**src/rtl/ll_pkg.sv**
```systemverilog
package ll_pkg;
  typedef enum logic [1:0] {
    S_IDLE  = 2'd0,
    S_ISSUE = 2'd1,
    S_WAIT  = 2'd2
  } ll_state_e;

  localparam int unsigned WORD_BITS = 32;
endpackage

```
**src/rtl/ll_align_chk.sv**
```systemverilog
module ll_align_chk (
  input  logic [2:0] addr_lo_i,
  input  logic       dword_i,
  output logic       misaligned_o
);
  localparam logic [2:0] WORD_MASK  = 3'b011;
  localparam logic [2:0] DWORD_MASK = 3'b111;

  logic [2:0] mask;

  always_comb begin
    mask         = dword_i ? DWORD_MASK : WORD_MASK;
    misaligned_o = |(addr_lo_i & mask);
  end
endmodule

```
**src/rtl/ll_result_fmt.sv**
```systemverilog
module ll_result_fmt #(
  parameter int unsigned XLEN = 64
) (
  input  logic [XLEN-1:0] raw_i,
  input  logic            dword_i,
  output logic [XLEN-1:0] data_o
);
  localparam int unsigned WB = ll_pkg::WORD_BITS;

  generate
    if (XLEN > WB) begin : g_wide
      logic [XLEN-1:0] word_ext;
      always_comb begin
        word_ext = {{(XLEN-WB){raw_i[WB-1]}}, raw_i[WB-1:0]};
        data_o   = dword_i ? raw_i : word_ext;
      end
    end else begin : g_narrow
      logic unused_dw;
      assign unused_dw = dword_i;
      assign data_o    = raw_i;
    end
  endgenerate
endmodule

```
**src/rtl/ll_fault_regs.sv**
```systemverilog
module ll_fault_regs #(
  parameter int unsigned XLEN = 64
) (
  input  logic            clk_i,
  input  logic            rst_ni,
  input  logic            fault_i,
  input  logic            debug_i,
  input  logic [XLEN-1:0] vaddr_i,
  output logic            exc_o,
  output logic [XLEN-1:0] badvaddr_o
);
  always_ff @(posedge clk_i or negedge rst_ni) begin
    if (!rst_ni) begin
      exc_o      <= 1'b0;
      badvaddr_o <= '0;
    end else begin
      exc_o <= fault_i;
      if (fault_i && !debug_i) badvaddr_o <= vaddr_i;
    end
  end

  p_bad_load_r3: assert property (@(posedge clk_i) disable iff (!rst_ni)
    (fault_i && !debug_i) |=> (badvaddr_o == $past(vaddr_i)));

  p_bad_keep_r3: assert property (@(posedge clk_i) disable iff (!rst_ni)
    (fault_i && debug_i) |=> $stable(badvaddr_o));

  p_exc_pulse_r4: assert property (@(posedge clk_i) disable iff (!rst_ni)
    (exc_o && !fault_i) |=> !exc_o);
endmodule

```
**src/rtl/ll_link_regs.sv**
```systemverilog
module ll_link_regs #(
  parameter int unsigned XLEN = 64,
  parameter int unsigned PA_W = 40
) (
  input  logic            clk_i,
  input  logic            rst_ni,
  input  logic            upd_i,
  input  logic [PA_W-1:0] paddr_i,
  input  logic [XLEN-1:0] vaddr_i,
  input  logic [XLEN-1:0] val_i,
  output logic [PA_W-1:0] link_paddr_o,
  output logic [XLEN-1:0] link_vaddr_o,
  output logic [XLEN-1:0] link_val_o
);
  always_ff @(posedge clk_i or negedge rst_ni) begin
    if (!rst_ni) begin
      link_paddr_o <= '0;
      link_vaddr_o <= '0;
      link_val_o   <= '0;
    end else if (upd_i) begin
      link_paddr_o <= paddr_i;
      link_vaddr_o <= vaddr_i;
      link_val_o   <= val_i;
    end
  end
endmodule

```
**src/rtl/ll_unit.sv**
```systemverilog
module ll_unit #(
  parameter int unsigned XLEN = 64,
  parameter int unsigned PA_W = 40
) (
  input  logic            clk_i,
  input  logic            rst_ni,
  input  logic            req_valid_i,
  output logic            req_ready_o,
  input  logic            req_dword_i,
  input  logic [XLEN-1:0] req_vaddr_i,
  input  logic            req_debug_i,
  input  logic [PA_W-1:0] req_paddr_i,
  output logic            mem_req_o,
  output logic [PA_W-1:0] mem_addr_o,
  output logic            mem_dword_o,
  input  logic            mem_rvalid_i,
  input  logic [XLEN-1:0] mem_rdata_i,
  output logic            res_valid_o,
  output logic [XLEN-1:0] res_data_o,
  output logic            exc_adel_o,
  output logic [XLEN-1:0] badvaddr_o,
  output logic [PA_W-1:0] link_paddr_o,
  output logic [XLEN-1:0] link_vaddr_o,
  output logic [XLEN-1:0] link_val_o
);
  import ll_pkg::*;

  ll_state_e       state_q, state_d;
  logic [PA_W-1:0] pa_q;
  logic [XLEN-1:0] va_q;
  logic            dw_q;
  logic            accept, misaligned, fault, good, done;
  logic [XLEN-1:0] fmt_data;
  logic            res_valid_q;
  logic [XLEN-1:0] res_data_q;

  assign req_ready_o = (state_q == S_IDLE);
  assign accept      = req_valid_i && req_ready_o;

  ll_align_chk u_align (
    .addr_lo_i    (req_vaddr_i[2:0]),
    .dword_i      (req_dword_i),
    .misaligned_o (misaligned)
  );

  assign fault = accept && misaligned;
  assign good  = accept && !misaligned;
  assign done  = (state_q == S_WAIT) && mem_rvalid_i;

  always_comb begin
    state_d = state_q;
    unique case (state_q)
      S_IDLE:  if (good) state_d = S_ISSUE;
      S_ISSUE: state_d = S_WAIT;
      S_WAIT:  if (mem_rvalid_i) state_d = S_IDLE;
      default: state_d = S_IDLE;
    endcase
  end

  always_ff @(posedge clk_i or negedge rst_ni) begin
    if (!rst_ni) begin
      state_q <= S_IDLE;
      pa_q    <= '0;
      va_q    <= '0;
      dw_q    <= 1'b0;
    end else begin
      state_q <= state_d;
      if (good) begin
        pa_q <= req_paddr_i;
        va_q <= req_vaddr_i;
        dw_q <= req_dword_i;
      end
    end
  end

  assign mem_req_o   = (state_q == S_ISSUE);
  assign mem_addr_o  = pa_q;
  assign mem_dword_o = dw_q;

  ll_result_fmt #(.XLEN(XLEN)) u_fmt (
    .raw_i   (mem_rdata_i),
    .dword_i (dw_q),
    .data_o  (fmt_data)
  );

  always_ff @(posedge clk_i or negedge rst_ni) begin
    if (!rst_ni) begin
      res_valid_q <= 1'b0;
      res_data_q  <= '0;
    end else begin
      res_valid_q <= done;
      if (done) res_data_q <= fmt_data;
    end
  end

  assign res_valid_o = res_valid_q;
  assign res_data_o  = res_data_q;

  ll_link_regs #(.XLEN(XLEN), .PA_W(PA_W)) u_link (
    .clk_i        (clk_i),
    .rst_ni       (rst_ni),
    .upd_i        (done),
    .paddr_i      (pa_q),
    .vaddr_i      (va_q),
    .val_i        (fmt_data),
    .link_paddr_o (link_paddr_o),
    .link_vaddr_o (link_vaddr_o),
    .link_val_o   (link_val_o)
  );

  ll_fault_regs #(.XLEN(XLEN)) u_fault (
    .clk_i      (clk_i),
    .rst_ni     (rst_ni),
    .fault_i    (fault),
    .debug_i    (req_debug_i),
    .vaddr_i    (req_vaddr_i),
    .exc_o      (exc_adel_o),
    .badvaddr_o (badvaddr_o)
  );

  p_fault_no_mem_r4: assert property (@(posedge clk_i) disable iff (!rst_ni)
    fault |=> (exc_adel_o && !mem_req_o && !res_valid_o));

  p_fault_link_keep_r4: assert property (@(posedge clk_i) disable iff (!rst_ni)
    fault |=> ($stable(link_paddr_o) && $stable(link_vaddr_o) && $stable(link_val_o)));

  p_issue_r5: assert property (@(posedge clk_i) disable iff (!rst_ni)
    good |=> (mem_req_o && mem_addr_o == $past(req_paddr_i) && mem_dword_o == $past(req_dword_i)));

  p_req_pulse_r5: assert property (@(posedge clk_i) disable iff (!rst_ni)
    mem_req_o |=> !mem_req_o);

  p_link_addr_r6: assert property (@(posedge clk_i) disable iff (!rst_ni)
    res_valid_o |-> (link_paddr_o == mem_addr_o && link_vaddr_o == va_q));

  p_link_val_r7: assert property (@(posedge clk_i) disable iff (!rst_ni)
    res_valid_o |-> (link_val_o == res_data_o));

  p_busy_r9: assert property (@(posedge clk_i) disable iff (!rst_ni)
    mem_req_o |-> !req_ready_o);

  p_res_pulse_r9: assert property (@(posedge clk_i) disable iff (!rst_ni)
    res_valid_o |=> !res_valid_o);

  generate
    if (XLEN > WORD_BITS) begin : g_sext_chk
      p_sext_r8: assert property (@(posedge clk_i) disable iff (!rst_ni)
        (res_valid_o && !dw_q) |->
          (res_data_o[XLEN-1:WORD_BITS-1] == '0 || res_data_o[XLEN-1:WORD_BITS-1] == '1));
    end
  endgenerate
endmodule

```
**config.mk**
```make
export PLATFORM = sky130hd
export DESIGN_NAME = ll_unit
export DESIGN_NICKNAME = d
export VERILOG_FILES = /design/src/rtl/ll_pkg.sv /design/src/rtl/ll_align_chk.sv /design/src/rtl/ll_result_fmt.sv /design/src/rtl/ll_fault_regs.sv /design/src/rtl/ll_link_regs.sv /design/src/rtl/ll_unit.sv
export SDC_FILE = /design/constraint.sdc
export NUM_CORES = 1
export LEC_CHECK = 0
export CAP_MARGIN = 15
export CORE_AREA = 10 10 191 193
export DETAILED_ROUTE_END_ITERATION = 8
export DIE_AREA = 0 0 201 203
export DONT_BUFFER_PORTS = 1
export PLACE_DENSITY_LB_ADDON = 0.12
export SLEW_MARGIN = 25
export SYNTH_ARGS = -nofsm -noshare
export SYNTH_HDL_FRONTEND = slang
export SYNTH_SLANG_ARGS = --single-unit
```
**constraint.sdc**
```tcl
create_clock -name clk_i -period 1.54 [get_ports clk_i]
set_input_delay 0.077 -clock clk_i [delete_from_list [all_inputs] [get_ports clk_i]]
set_output_delay 0.077 -clock clk_i [all_outputs]
set_load 0.005 [all_outputs]
```
==> summary.md <==
| Metric | Value |
|---|---|
| Vias per std cell | approximately 5.0 |
| Synthesis warning total | 0 |
| # fillers | about 2,900 |
| CP Max Fanout | 46 |
| Clock-pin slew on the worst setup and hold paths | around 0.06 ns |
| Violated checks | negative hold slack |
| Peak supply drop | between 1000 and 1500 µV |
| Gr ovfl total | 0 |
| Clock Skews | 0.01404 ns |
| Max_cap viols | 0 |
| Met2 GRT Util | 0.3439 |
| Gr busiest metal | met2 |
| Area grow syn2layout | 26.29% |
| Met3 GRT Util | 0.08486 |
| ANT nets after route | 0 |
| Yosys cell types | 22 |
| Final net count | 1,460 |
| Sequential share of the synthesized area | 0.6354 |
| Worst Setup Path Type | flop to flop |
| Syn Inst Count | 1,154 |
| #FFs+latches synth | 341 |
| Pwr Density | 1654 mW/mm² |
| Outcome | finished with violations |
| Num rows | 66 |
| Design Area, Final | approximately 0.017 mm² |
| Register area | 0.008534 mm² |
| DRT Pass-1 Iters | 5 |
| Critical Path Source Type | flop |
| Static leakage | 8.181 nW |
| Initial antenna violation count | 2 |
| Initial Util | 0.4138 |
| Chip height | roughly 200 µm |
| Cell family contributing the most delay on the critical path | flip-flops |
| DR WL/cell | 24.58 µm |
| Worst Path Arrival | about 1.9 ns |
| Clock sinks | 341 |
| CP Buf/Inv Count | 1 |
| Final worst-path cycle share | 0.9707 |
| Largest net degree at the start of global routing | 342 |
| Slew headroom | 0.01392 |
| Initial DRC Count | 496 |
| HPWL after detailed placement | about 28,000 µm |
| Post-Route WL | 43,090 µm |
| Post-DP Area | 0.01362 mm² |
| Syn Nets | 1,328 |
| Total power | 0.02805 W |
| Hold slack final | -0.7400 ns |
| Crit-path cells | nor2_4, nand3_4, buf_12, mux2_4 |
| Vias | 8,762 |
| GPL Wtd Cong | 0.8158 |
| PortBufs | 0 |
| Setup Viol. Count Final | 0 |
| F_max | 669.0 MHz |
| CTS Root Cell | clkbuf_16 |
| Die footprint | 0.04080 mm² |
| First-pass GRT wire length | between 60,000 and 70,000 µm |
| Unrepaired setup endpoints after global routing | yes |
| Drt drc | 0 |
| Mean post-synth cell area | 11.64 µm² |
| CTS tree | done |
| Total GRT Usage | 0.1958 |
| CP Capture Type | flop |
| Final Hold Viols | 341 |
| CTS Buf Count | 39 |
| H-tree levels | 2 |
| M1 GR Usage | 0.2110 |
| Final worst slack | between 0.04 and 0.05 ns |
| Hold_buf cts | 172 |
| Data required time at the worst endpoint | just under 2 ns |
| Multi-input gate area | 0.004131 mm² |
| Slowest stage delay, CP | 0.43 ns |
| Post-Syn Area | 0.01343 mm² |
| Worst slack at placement | -0.03759 ns |
| IO Count | 515 |
| Hold Crit Class | input port to async pin |
| Slowest-stage cell, CP | dfrtp_2 |
| Layout cell share with drive strength beyond 1 | 0.2139 |
| Clk buf depth | 3 |
| Worst-margin pin slew | 1.479 ns |
| Min Clock Period, post-route | 1.495 ns |
| Setup TNS | 0 ns |
| Clk_lat worst skew | 0.52 ns |
| Floorplan core area | about 0.032 mm² |
| Max Slew Vio Count | 0 |
| DIE WIDTH | 201 µm |
| Vias in the first global route | 9,158 |
[final timing paths]
kind / from / end / slack, ns / cells after the start
setup / recovery: state_q[1] / mem_addr_o[10] / 0.05 / 4
max in group asynchronous: rst_ni / va_q[41] / 1.09 / 0
min in group clk_i: mem_rvalid_i / res_data_o[39] / 0.07 / 4
hold reg to reg: va_q[1] / u_link.link_vaddr_o[1] / 0.45 / 2
hold / removal: rst_ni / u_fault.badvaddr_o[25] / -0.74 / 0
setup reg to reg: state_q[1] / mem_addr_o[10] / 0.05 / 4
[cells by family after synthesis]
| family | share of synthesized area |
|---|---|
| compound gates | 0.02478 |
| buf+inv | 0.06037 |
| flops | 0.6354 |
| mux | 0.1504 |
| simple gates | 0.1290 |
[timing repair]
action | in CTS | in global routing
setup buffers | 0 | 3
cloned | 3 | 9
resized for setup | 12 | 19
endpoints found under the hold margin | 575 | 341
setup endpoints to repair | 220 | 218
[synthesized netlist by cell type (all sizes together)]
master,instances,area (µm²)
a211oi,1,12.51
dfrtp,341,8533
nor3b,1,7.510
inv,2,7.510
or2,1,6.260
clkbuf,27,101.4
nand2,441,1655
nand4bb,1,11.26
nand3,1,10.01
mux2,167,2019
nor2,2,10.01
nor2b,2,12.51
and2,2,12.51
buf,100,701.9
nand3b,1,7.510
o21ai,32,160.2
a21oi,32,160.2
[sequential cells by signal, summed over array words and instances, names as in the netlist, 2 cells and up]
register,flops
u_link.link_paddr_o,40
mem_addr_o,40
state_q,2
va_q,64
res_data_o,64
u_fault.badvaddr_o,64
u_link.link_vaddr_o,64
[per-layer routing]
layer | vias up | part of all wire
li1 | 3927 | -
met1 | 4390 | 0.36
met2 | 381 | 0.51
met3 | 64 | 0.10
met4 | 0 | 0.021
met5 | - | 0
[placed cells by master (no fill, tap or decap), drive strengths merged]
cell and instances:
clkbuf 62, bufinv 2, dfrtp 341, dlygate4sd3 172, a21oi 32, and2 2, mux2 167, clkinvlp 1
o21ai 32, nor2 2, or2 1, buf 38, nand3b 1, nand3 1, clkinv 5, nand4bb 1
nor3b 1, nor2b 2, a211oi 1, diode 2, inv 4, nand2 441
[worst reg2reg max path: stages (launching register included)]
cell and delay (ns):
dfrtp_2 0.43, nor2_4 0.18, nand3_4 0.12, buf_12 0.20, mux2_4 0.44
[metrics by stage]
stage          cells  utilization
2_1_floorplan   1154            -
3_3_place_gp    1500       0.4195
3_5_place_dp    1500       0.4195
4_1_cts         1739       0.5132
5_1_grt         1752       0.5225
6_report        1753       0.5226
[layout make-up]
type | instances | area share
sequential | 341 | 0.5032
multi-input combinational | 684 | 0.2436
timing repair buffer | 217 | 0.1469
clock buffer | 55 | 0.06404
tap | 442 | 0.03261
clock inverter | 9 | 0.006418
inverter | 2 | 0.001992
timing repair inverter | 1 | 0.0009591
antenna | 2 | 0.0002951
[power by group]
group,internal (W),switching [W]
combinational,0.00223,0.00166
clock,0.00523,0.00359
sequential,0.0118,0.00351
(Power assumes the default switching activity.)
